**config.mk**
```make
export PLATFORM = sky130hd
export DESIGN_NAME = fault_supervisor
export DESIGN_NICKNAME = d
export VERILOG_FILES = /design/src/rtl/fault_supervisor.sv
export SDC_FILE = /design/constraint.sdc
export NUM_CORES = 1
export LEC_CHECK = 0
export ABC_AREA = 1
export BUFFER_PORTS_ARGS = -buffer_cell sky130_fd_sc_hd__clkbuf_2
export CAP_MARGIN = 20
export CORE_MARGIN = 8
export CORE_UTILIZATION = 49
export CTS_CLUSTER_SIZE = 12
export DETAILED_ROUTE_END_ITERATION = 16
export HOLD_SLACK_MARGIN = 0.1
export PLACE_DENSITY = 0.89
export RECOVER_POWER = 25
export SYNTH_ARGS = -nofsm -noshare
export SYNTH_HDL_FRONTEND = slang
export SYNTH_SLANG_ARGS = --single-unit
export TNS_END_PERCENT = 1
```
**constraint.sdc**
```tcl
create_clock -name clk -period 2.35 [get_ports clk]
set_input_delay 0.47 -clock clk [delete_from_list [all_inputs] [get_ports clk]]
set_output_delay 0.47 -clock clk [all_outputs]
set_load 0.05 [all_outputs]
```
**src/rtl/fault_supervisor.sv**
```systemverilog
module fault_supervisor #(
  parameter int N_SW        = 16,
  parameter int OC_HOLD_CYC = 150
) (
  input  logic            clk,
  input  logic            por,
  input  logic            rst_n,
  input  logic            sleep_n,
  input  logic [N_SW-1:0] oc_flag,
  input  logic            ot_flag,
  input  logic            uv_flag,
  output logic            drv_en,
  output logic            regs_clr,
  output logic            stat_oc,
  output logic            stat_ot,
  output logic            stat_uv
);
  localparam int CW = $clog2(OC_HOLD_CYC + 1);
  localparam logic [CW-1:0] LAST = CW'(OC_HOLD_CYC - 1);
  localparam logic [CW-1:0] FULL = CW'(OC_HOLD_CYC);

  logic [CW-1:0] oc_cnt;
  logic          oc_lat, ot_lat;
  logic          any_oc;

  assign any_oc = |oc_flag;

  always_ff @(posedge clk or posedge por) begin
    if (por) begin
      oc_cnt <= '0;
      oc_lat <= 1'b0;
      ot_lat <= 1'b0;
    end else begin
      if (any_oc) begin
        if (oc_cnt != FULL) oc_cnt <= oc_cnt + 1'b1;
        if (oc_cnt == LAST) oc_lat <= 1'b1;
      end else begin
        oc_cnt <= '0;
      end
      if (ot_flag) ot_lat <= 1'b1;
    end
  end

  assign regs_clr = por | ~rst_n | uv_flag;
  assign drv_en   = ~regs_clr & sleep_n & ~ot_flag & ~oc_lat & ~ot_lat;
  assign stat_oc  = oc_lat;
  assign stat_ot  = ot_lat;
  assign stat_uv  = uv_flag;
endmodule


```
# Yosys cells after proc, flatten, opt, wreduce, memory -nomap -nowiden
# Cells that the tools add are included.
[op_classes] addsub=1 n_eq_ne=3 mux=2 n_bitwise=11 reduce_logical=2
[ops] cell="8-bit 2-to-1 mux" count=2
[ops] cell="16-bit OR reduction" count=1
[ops] cell="8-bit by 1-bit adder with 8-bit output, second input constant" count=1
[ops] cell="8-bit == test, second input constant" count=1
[ops] cell="8-bit inequality test, second input constant" count=1
[ops] cell="1-bit inverter" count=5
[ops] cell="1-bit AND" count=4
[ops] cell="2-bit by 1-bit inequality test with 1-bit output, second input constant" count=1
[ops] cell="1-bit bitwise OR" count=2
[ops] cell="2-bit AND reduction" count=1
[totals] ff_bits=10 input_bits=22 wordCells=22

# Depth between registers and ports, before layout
# Gate-level depths: netlist (run 1).
[depth] word_depth=8 depth_mapped=8

# Least setup slack after synthesis (run 1)
# Ideal clock, no wire load.
[synth_timing] path_kind="input to output" startpoint="input port por" endpoint="output port drv_en" t_arrival_ns=2.422 slack_ns=-0.542 stages=3 n_path_buf=0 path_cell_list="inv_1 -> nand3b_1 -> nor3_1"
[synth_via] elab_chain_len=7
[synth_lines] item="start, declared" line="6" rtl="input logic por,"
[synth_lines] item="1-bit bitwise OR (2 in series)" line="44" rtl="assign regs_clr = por | ~rst_n | uv_flag;"
[synth_lines] item="named net regs_clr" line="13" rtl="output logic regs_clr,"
[synth_lines] item="1-bit inverter" line="45" rtl="assign drv_en = ~regs_clr & sleep_n & ~ot_flag & ~oc_lat & ~ot_lat;"
[synth_lines] item="1-bit AND (4 in series)" line="45"
[synth_lines] item="end, declared" line="12" rtl="output logic drv_en,"
# The timed path passes the listed nets, and every way through them passes these cells.

# Worst setup path in the final report (run 1)
[layout_timing] startpoint="register ot_lat (netlist: stat_ot)" endpoint="output port drv_en"
[layout_via] elab_chain_len=2
[layout_lines] item="start, declared" line="23" rtl="logic oc_lat, ot_lat;"
[layout_lines] item="start signal, assigned" line="32" rtl="ot_lat <= 1'b0;"
[layout_lines] item="start signal, assigned" line="40" rtl="if (ot_flag) ot_lat <= 1'b1;"
[layout_lines] item="1-bit inverter" line="45"
[layout_lines] item="1-bit AND" line="45"
# Every way passes these cells.

==> results of run 1 <==
[per-stage QoR]
stage | cells | power [uW] | setup WS, ns
after floorplan | 100 | 467 | 0.0332
after global placement | 141 | 512 | 0.651
after detailed placement | 141 | 528 | 0.636
after CTS | 145 | 687 | 0.508
after global routing | 145 | 739 | 0.451
final | 145 | 680 | 0.527
[cell families after synthesis]
kind of cell | count (synthesis) | share of synthesized area [%]
and+or+nand+nor | 66 | 43.1
DFF | 10 | 37.7
AOI/OAI and AO/OA | 2 | 1.51
buffers and inverters | 18 | 10.7
xor gates and xnor gates | 1 | 1.32
adders and majority gates | 3 | 5.65
[worst max path at each step]
stage,start,to,slack (ns),cells after the start
after floorplan,por,drv_en,0.03,3
after global placement,ot_flag,drv_en,0.65,4
after detailed placement,ot_flag,drv_en,0.64,4
after CTS,stat_ot$_DFFE_PP0P_,drv_en,0.51,3
after global routing,stat_ot$_DFFE_PP0P_,drv_en,0.45,3
final,stat_ot$_DFFE_PP0P_,drv_en,0.53,3
[layout make-up]
type	instances	area, um2	share of cell area, %
clock buffers	4	36.3	4.23
repair buffers	27	134	15.6
inverters	17	63.8	7.45
multi-input cells	72	354	41.3
well taps	15	18.8	2.19
flip-flops and latches	10	250	29.2
[sequential cells by signal, summed over array words and instances, names as in the netlist]
register	cells
stat_oc	1
oc_cnt	8
stat_ot	1
[worst max-delay path, cell delays in order (launching register included)]
cell,delay (ns)
dfrtp_1,0.37
or2_1,0.27
nor3_4,0.16
clkbuf_2,0.29
[report_power, final]
part | internal (uW) | leakage, uW | switching [uW]
combinational | 97.4 | 0.000390 | 137
clock | 94.0 | 0.0000210 | 59.0
sequential | 223 | 0.000107 | 69.3
[placed cells by master (no fill, tap or decap)]
cell,count
nor3_4,1
o21ai_1,2
nand2_2,3
nand4_1,1
nor2_1,23
clkbuf_2,26
nand3_1,3
nor3_1,1
dfrtp_1,10
nand2_1,29
ha_1,3
clkbuf_4,3
clkbuf_8,1
nor2_4,1
nor2_2,1
nand3b_1,1
clkbuf_1,1
clkinv_1,2
or2_1,1
xor2_1,1
inv_1,14
nand3_2,1
inv_2,1
[cell usage after synthesis (all sizes together)]
| library cell | count | share of area (%) |
|---|---|---|
| nand4 | 1 | 0.94 |
| o21ai | 2 | 1.5 |
| nor3 | 2 | 1.5 |
| ha | 3 | 5.7 |
| inv | 15 | 8.5 |
| xor2 | 1 | 1.3 |
| nand2 | 32 | 19 |
| buf | 1 | 1.1 |
| nand3 | 4 | 3.8 |
| or2 | 1 | 0.94 |
| dfrtp | 10 | 38 |
| nor2 | 25 | 16 |
| clkinv | 2 | 1.1 |
| nand3b | 1 | 1.1 |
[routing by layer]
metal | up-vias | track usage [%] | wire length (um)
li1 | 355 | - | -
met1 | 317 | 10.9 | 598
met2 | 20 | 23.0 | 874
met3 | 4 | 2.84 | 43
met4 | 0 | 6.47 | 27
met5 | - | 0 | 0
==> out/qor.csv, run 1 <==
stage,metric,value,unit
sta,Tmin final,1.82,ns
clock_network,root cell of the clock tree,clkbuf_4,
clock_network,CTS tree,built,
layout,layout cell share with drive strength beyond 1,29.2,%
die,die area,2790,um2
routing,Routed WL,1.54,mm
sta,final worst hold slack,0.324,ns
setup_path,R2R Path End,oc_cnt[0]$_DFFE_PP0P_,
synth,Synthesis Warnings,0,
global_routing,first-pass GRT wire length,2.46,mm
die,Chip Height,52.8,um
placement,DP Area,825,um2
setup_path,crit path kind,flip-flop to primary output,
global_routing,pin count of the biggest net entering global routing,11,
routing,routed length per instance,10.6,um
sta,Clock Skews,0.000471,ns
routing,vias per inst,4.80,
global_routing,initial antenna violation count,0,
layout,Final nets,156,
clock_network,clock insertion delay at the later pin of the skew report,0.26,ns
clock_network,CTS Hold Bufs,0,
die,IO Count,27,
setup_path,Reg2Reg Depth,8,
synth,synth unique cells,19,
power_and_ir_drop,Pwr Density,793,nW/um2
setup_path,worst endpoint required time,1.88,ns
layout,number of diodes,0,
sta,Relative slew margins,62.8,%
routing,first-pass detailed-route iteration total,4,
sta,setup violators final,0,
die,site row count,13,
global_routing,vias in the first global route,637,
layout,Finished Core Util,66.7,%
clock_network,maximum clock path buffer count,2,
sta,RSZ-0062 raised after global routing,no,
synth,share of the yosys chip area belonging to registers,37.7,%
layout,layout filler cell count,110,
clock_network,"Clk pin slew, worst setup/hold paths",0.07,ns
clock_network,CTS buffer count,3,
placement,PortBufs,26,
setup_path,worst reg2reg path startpoint,oc_cnt[0]$_DFFE_PP0P_,
setup_path,CP arrival,1.35,ns
clock_network,post-CTS sizing,0,
run_status,status,"complete, no violations",
routing,via count,696,
routing,"antenna viol nets, final",0,
routing,DR iter-0 viols,10,
sta,Setup TNS,0,ns
routing,DRC,0,
die,die width,52.8,um
setup_path,Startpoint Class,flip-flop,
setup_path,crit-path max FO,2,
clock_network,post-CTS setup repair buffer count,0,
power_and_ir_drop,worst vdd ir,0.000463,V
power_and_ir_drop,Leak,0.000518,uW
sta,Final Hold Fails,0,
die,effective utilization at floorplan,51.7,%
sta,"Slew Viols, Final",0,
synth,Syn Area/Cell,6.64,um2
die,core area,1280,um2
setup_path,Critical Path Sink Type,primary output,
worst_hold_path,Hold Crit Class,primary input to asynchronous set/reset pin,
synth,"FF+latch count, synth",10,
layout,area grow syn2layout,29.0,%
sta,period utilization,77.6,%
placement,Routability Congestion,0.853,
placement,post-DP HPWL,1.31,mm
layout,fin area,857,um2
sta,Worst Tran Pin Value,0.557,ns
global_routing,gr ovfl total,0,
synth,syn_nets,125,
setup_path,R2R setup slack,1.14,ns
run,Max Cap Viol,0,
clock_network,H-tree Lvls,1,
clock_network,Clock Sinks,10,
synth,Post-Syn Instances,100,
global_routing,total track usage,11.9,%
synth,Mapped Area,664,um2
sta,fmax,549,MHz
No activity file was read; power rests on OpenSTA's default activity.
==> run 2, diff against run 1 <==
CORE_UTILIZATION = 41   (was 49)
PLACE_DENSITY = 0.8   (was 0.89)
clock period = 1.5 ns   (was 2.35 ns; I/O delays follow)
==> out/qor.csv, run 2 (same netlist as run 1, synthesis figures left out) <==
stage,metric,value,unit,change
run_status,status,"complete, but fails checks",,
run_status,failing checks,setup timing,,
sta,period utilization,101,%,
clock_network,CTS tree,built,,
setup_path,Crit path depth,3,,unchanged
sta,Worst Tran Pin Value,0.554,ns,-0.00328 ns
routing,first-pass detailed-route iteration total,4,,unchanged
routing,Routed WL,1.60,mm,+3.6%
setup_path,CP arrival,1.21,ns,-0.14 ns
placement,PortBufs,26,,unchanged
sta,Tmin final,1.51,ns,
setup_path,Top delay family on crit path,simple AND/OR/NAND/NOR gates,,
die,Chip Height,56.3,um,+6.5%
layout,area grow syn2layout,33.5,%,
clock_network,H-tree Lvls,1,,unchanged
global_routing,first-pass GRT wire length,2.96,mm,+21%
sta,Relative slew margins,63.1,%,+0.22 points
die,IO Count,27,,unchanged
power_and_ir_drop,overall power,1080,uW,+59%
clock_network,post-CTS setup repair buffer count,0,,unchanged
layout,Layout Cells excl Fill,147,,+1.4%
placement,pre-CTS WS,0.196,ns,-0.440 ns
worst_hold_path,Hold Crit Class,primary input to flip-flop,,
routing,DR iter-0 viols,9,,-1
clock_network,clock insertion delay at the later pin of the skew report,0.27,ns,about the same
setup_path,crit-path max FO,2,,unchanged
sta,setup violators final,1,,+1
sta,"Slew Viols, Final",0,,unchanged
setup_path,crit path launch,stat_ot$_DFFE_PP0P_,,
layout,Top reg by flops,oc_cnt,,
placement,post-DP HPWL,1.33,mm,+1.2%
sta,RSZ-0062 raised after global routing,yes,,
setup_path,"Slowest-stage cell, CP",dfrtp_1,,
sta,fmax,663,MHz,
die,effective utilization at floorplan,44.1,%,-7.6 points
global_routing,vias in the first global route,759,,+19%
routing,routed length per instance,10.9,um,+2.2%
placement,placed cells,142,,+0.71%
layout,number of diodes,0,,unchanged
routing,"antenna viol nets, final",0,,unchanged
clock_network,CTS buffer count,3,,unchanged
setup_path,crit path kind,flip-flop to primary output,,
global_routing,initial antenna violation count,0,,unchanged
placement,Routability Congestion,0.804,,-5.7%
layout,max FFs per register,8,,unchanged
sta,Clock Skews,0.000585,ns,+0.000113 ns
clock_network,root cell of the clock tree,clkbuf_4,,
global_routing,total track usage,11.2,%,-0.72 points
die,core area,1510,um2,+17%
die,site row count,14,,+1
power_and_ir_drop,worst vdd ir,0.000544,V,+17%
clock_network,"Clk pin slew, worst setup/hold paths",0.07,ns,about the same
setup_path,worst reg2reg path startpoint,oc_cnt[0]$_DFFE_PP0P_,,
clock_network,Clock Sinks,10,,unchanged
setup_path,CP bufs+invs,1,,unchanged
setup_path,worst path cell trace,"or2_4, nor3_4, buf_12",,
routing,vias per inst,4.64,,-3.3%
setup_path,Reg2Reg Depth,8,,unchanged
routing,via count,682,,-2.0%
global_routing,pin count of the biggest net entering global routing,11,,unchanged
layout,Register Area,250,um2,unchanged
power_and_ir_drop,Pwr Density,1220,nW/um2,+53%
sta,Setup TNS,-0.00808,ns,-0.00808 ns
routing,DRC,0,,unchanged
clock_network,maximum clock path buffer count,2,,unchanged
layout,layout cell share with drive strength beyond 1,30.5,%,+1.3 points
setup_path,end of the critical path,drv_en,,
layout,layout filler cell count,157,,+43%
power_and_ir_drop,Leak,0.000522,uW,+0.84%
setup_path,R2R Path End,oc_cnt[0]$_DFFE_PP0P_,,
setup_path,worst endpoint required time,1.20,ns,-0.68 ns
layout,most frequent cells in the layout,"nand2_1 (29), clkbuf_2 (25), nor2_1 (23)",,
layout,Final nets,157,,+0.64%
sta,Final Hold Fails,0,,unchanged
run,Max Cap Viol,0,,unchanged
worst_hold_path,hold path depth,2,,
setup_path,Startpoint Class,flip-flop,,
die,die width,56.3,um,+6.5%
setup_path,Critical Path Sink Type,primary output,,
layout,"most common cell after layout, fill and taps aside",nand2_1,,
layout,area occupied by multi-input gates,357,um2,+0.71%
setup_path,R2R setup slack,0.23,ns,-0.91 ns
global_routing,gr ovfl total,0,,unchanged
setup_path,crit-path max cell delay,0.38,ns,about the same
sta,final worst setup slack,-0.00808,ns,-0.535 ns
die,die area,3160,um2,+13%
run 2: cell count changes in the layout (fill, tap and decap cells not counted):
| cell | previous run | this run |
|---|---|---|
| inv_1 | 14 | 13 |
| or2_4 | 0 | 1 |
| buf_12 | 0 | 1 |
| clkbuf_2 | 26 | 25 |
| or2_1 | 1 | 0 |
| clkinvlp_2 | 0 | 1 |
| dlygate4sd3_1 | 0 | 1 |
run 2: through the flow:
| step | area, um2 | util, % | hold WS, ns |
|---|---|---|---|
| 2_1_floorplan | 679 | - | 0.0936 |
| 3_3_place_gp | 845 | 56.1 | 0.303 |
| 3_5_place_dp | 845 | 56.1 | 0.316 |
| 4_1_cts | 893 | 59.3 | 0.262 |
| 5_1_grt | 887 | 58.9 | 0.272 |
| 6_report | 887 | 58.9 | 0.264 |
run 2: cell type report:
class	instances	share of cell area, %
tap	16	2.26
timing repair buffer	28	17.9
clock buffer	4	4.09
sequential	10	28.2
inverter	17	7.33
multi-input combinational	72	40.2
run 2: repair_timing:
item,in CTS,in global routing
gates resized for setup,1,0
hold buffers,1,0
endpoints found under the setup margin,1,1
endpoints found under the hold margin,10,0
pin swaps,2,0
run 2: routing by layer:
metal,track usage (%),share of wire (%),up-vias
li1,-,-,361
met1,11.7,44,296
met2,20.3,52,23
met3,2.02,3.6,2
met4,6.53,0.75,0
met5,0,0,-
run 2: worst min-delay path by stage:
| stage | from | endpoint | slack, ns |
|---|---|---|---|
| 4_1_cts | ot_flag | stat_ot$_DFFE_PP0P_ | 0.26 |
| 3_3_place_gp | por | oc_cnt[0]$_DFFE_PP0P_ | 0.30 |
| 3_5_place_dp | por | stat_oc$_DFFE_PP0P_ | 0.32 |
| 5_1_grt | ot_flag | stat_ot$_DFFE_PP0P_ | 0.27 |
| 2_1_floorplan | por | oc_cnt[0]$_DFFE_PP0P_ | 0.09 |
| 6_report | ot_flag | stat_ot$_DFFE_PP0P_ | 0.26 |
run 2: power by group:
| part | internal [uW] | leakage [uW] | switching (uW) |
|---|---|---|---|
| combinational | 157 | 0.000394 | 217 |
| clock | 147 | 0.0000210 | 100 |
| sequential | 350 | 0.000107 | 109 |
==> run 3, diff against run 2 <==
ABC_AREA = unset   (was 1)
CORE_UTILIZATION = 40   (was 41)
CTS_BUF_LIST = sky130_fd_sc_hd__clkbuf_16   (was unset)
PLACE_DENSITY = 0.81   (was 0.8)
==> out/qor.csv, run 3 <==
stage,metric,value,unit,change
die,die area,2980,um2,-5.7%
setup_path,worst endpoint required time,1.20,ns,about the same
run_status,status,"complete, but fails checks",,
sta,setup violators final,1,,unchanged
routing,Routed WL,1.61,mm,+0.75%
routing,first-pass detailed-route iteration total,4,,unchanged
sta,final worst hold slack,0.290,ns,+0.0257 ns
global_routing,vias in the first global route,656,,-14%
clock_network,root cell of the clock tree,clkbuf_16,,
synth,Post-Syn Instances,65,,-35%
setup_path,CP bufs+invs,1,,unchanged
layout,Top reg by flops,oc_cnt,,
die,die width,54.6,um,-2.9%
setup_path,"Slowest-stage cell, CP",dfrtp_2,,
die,effective utilization at floorplan,41.0,%,-3.1 points
routing,DRC,0,,unchanged
power_and_ir_drop,Leak,0.000396,uW,-24%
routing,routed length per instance,14.4,um,+32%
global_routing,gr ovfl total,0,,unchanged
setup_path,worst path cell trace,"or2_4, nor4_4, buf_8",,
placement,post-DP HPWL,1.27,mm,-4.3%
setup_path,Startpoint Class,flip-flop,,
clock_network,maximum clock path buffer count,2,,unchanged
setup_path,crit-path max cell delay,0.39,ns,about the same
layout,number of diodes,0,,unchanged
synth,Post-synth top cells,"dfrtp_1 (10), inv_1 (7), nand3_1 (6)",,
power_and_ir_drop,worst vdd ir,0.00129,V,+140%
synth,synth unique cells,25,,+6
clock_network,CTS tree,built,,
global_routing,total track usage,12.6,%,+1.4 points
sta,RSZ-0062 raised after global routing,yes,,
setup_path,crit path kind,flip-flop to primary output,,
placement,Routability Congestion,0.910,,+13%
run_status,failing checks,setup timing,,
clock_network,post-CTS setup repair buffer count,0,,unchanged
synth,"FF+latch count, synth",10,,unchanged
layout,area grow syn2layout,47.0,%,
layout,Finished Core Util,60.3,%,+1.4 points
sta,Clock Skews,0.00311,ns,+0.00252 ns
die,Chip Height,54.6,um,-2.9%
synth,cell taking the most area after synthesis,dfrtp_1,,
clock_network,Clock Sinks,10,,unchanged
synth,"EDFF count, synth",0,,unchanged
sta,Relative slew margins,62.5,%,-0.56 points
synth,Synthesis Warnings,0,,unchanged
synth,Mapped Area,597,um2,-10%
synth,Syn Area/Cell,9.18,um2,+38%
sta,Final Hold Fails,0,,unchanged
sta,period utilization,104,%,+3.0 points
placement,pre-CTS WS,0.0990,ns,-0.0970 ns
clock_network,clock insertion delay at the later pin of the skew report,0.24,ns,-0.03 ns
sta,final worst setup slack,-0.0526,ns,-0.0446 ns
clock_network,CTS buffer count,3,,unchanged
power_and_ir_drop,Pwr Density,1180,nW/um2,-2.7%
routing,via count,622,,-8.8%
setup_path,CP arrival,1.25,ns,+0.04 ns
sta,Worst Tran Pin Value,0.563,ns,+0.00843 ns
synth,share of the yosys chip area belonging to registers,41.9,%,+4.3 points
global_routing,initial antenna violation count,0,,unchanged
layout,most frequent cells in the layout,"clkbuf_2 (25), dfrtp_1 (9), inv_1 (7)",,
setup_path,crit-path max FO,2,,unchanged
run,Max Cap Viol,0,,unchanged
routing,"antenna viol nets, final",0,,unchanged
layout,max FFs per register,8,,unchanged
routing,vias per inst,5.55,,+20%
setup_path,Top delay family on crit path,simple AND/OR/NAND/NOR gates,,
sta,"Slew Viols, Final",0,,unchanged
synth,asr flop ratio synth,100,%,unchanged
die,site row count,14,,unchanged
synth,Synth area leaders,"dfrtp_1 (42%), ha_1 (6.3%), nor4_1 (5.2%)",,
synth,Synth top area share,41.9,%,+4.3 points
setup_path,Critical Path Sink Type,primary output,,
synth,syn_nets,90,,-28%
synth,Main synth FF type,dfrtp_1,,
die,IO Count,27,,unchanged
die,core area,1450,um2,-3.5%
layout,Final nets,122,,-22%
layout,layout cell share with drive strength beyond 1,38.5,%,+8.0 points
sta,fmax,644,MHz,-2.9%
layout,"most common cell after layout, fill and taps aside",clkbuf_2,,
routing,DR iter-0 viols,21,,+12
sta,Tmin final,1.55,ns,+0.0446 ns
clock_network,H-tree Lvls,1,,unchanged
synth,top-count cell post-synth,dfrtp_1,,
worst_hold_path,Hold Crit Class,primary input to flip-flop,,
placement,PortBufs,26,,unchanged
clock_network,"Clk pin slew, worst setup/hold paths",0.04,ns,-0.03 ns
global_routing,first-pass GRT wire length,2.68,mm,-9.3%
global_routing,pin count of the biggest net entering global routing,11,,unchanged
power_and_ir_drop,overall power,1040,uW,-3.8%
[run 3: kinds of logic after synthesis]
family / Yosys count / synth area share (%)
AOI/OAI and AO/OA: 14 / 14.5
xor gates and xnor gates: 1 / 1.47
adders and majority gates: 3 / 6.29
buffers and inverters: 9 / 6.50
DFF: 10 / 41.9
and+or+nand+nor: 28 / 29.4
[run 3: final timing paths]
path | start | to | slack [ns] | cells past startpoint
setup / recovery | stat_ot$_DFFE_PP0P_ | drv_en | -0.05 | 3
hold / removal | ot_flag | stat_ot$_DFFE_PP0P_ | 0.29 | 2
setup reg to reg | oc_cnt[1]$_DFFE_PP0P_ | oc_cnt[3]$_DFFE_PP0P_ | 0.10 | 4
hold reg to reg | stat_ot$_DFFE_PP0P_ | stat_ot$_DFFE_PP0P_ | 0.51 | 1
max in group asynchronous | por | stat_ot$_DFFE_PP0P_ | 0.30 | 4
min in group asynchronous | por | oc_cnt[7]$_DFFE_PP0P_ | 0.80 | 4
[run 3: cell type report]
type,count,area (um2)
Sequential cell,10,251
Inverter,7,27.5
Tap cell,16,20.0
Fill cell,126,577
Timing Repair Buffer,29,161
Clock buffer,3,75.1
Clock inverter,1,3.75
Multi-Input combinational cell,46,338
[run 3: routing by layer]
layer | vias up | wire, um | GRT usage (%)
li1 | 301 | - | -
met1 | 284 | 637 | 13.3
met2 | 32 | 803 | 20.0
met3 | 5 | 123 | 4.89
met4 | 0 | 48 | 9.43
met5 | - | 0 | 0
[run 3: power breakdown]
part / internal, uW / leakage, uW / switching (uW)
sequential: 328 / 0.000121 / 102
clock: 349 / 0.0000423 / 120
combinational: 79.7 / 0.000233 / 60.1
[run 3: through the flow]
step           instance area, um2  cells  TNS, ns
2_1_floorplan                 632     65   -0.129
3_3_place_gp                  785    107        0
3_5_place_dp                  785    107        0
4_1_cts                       882    112  -0.0823
5_1_grt                       877    112  -0.0809
6_report                      877    112  -0.0526
[run 3: what timing repair did]
item	in CTS	in global routing
resized for setup	2	1
endpoints found under the setup margin	1	1
hold buffers	1	0
endpoints found under the hold margin	10	0
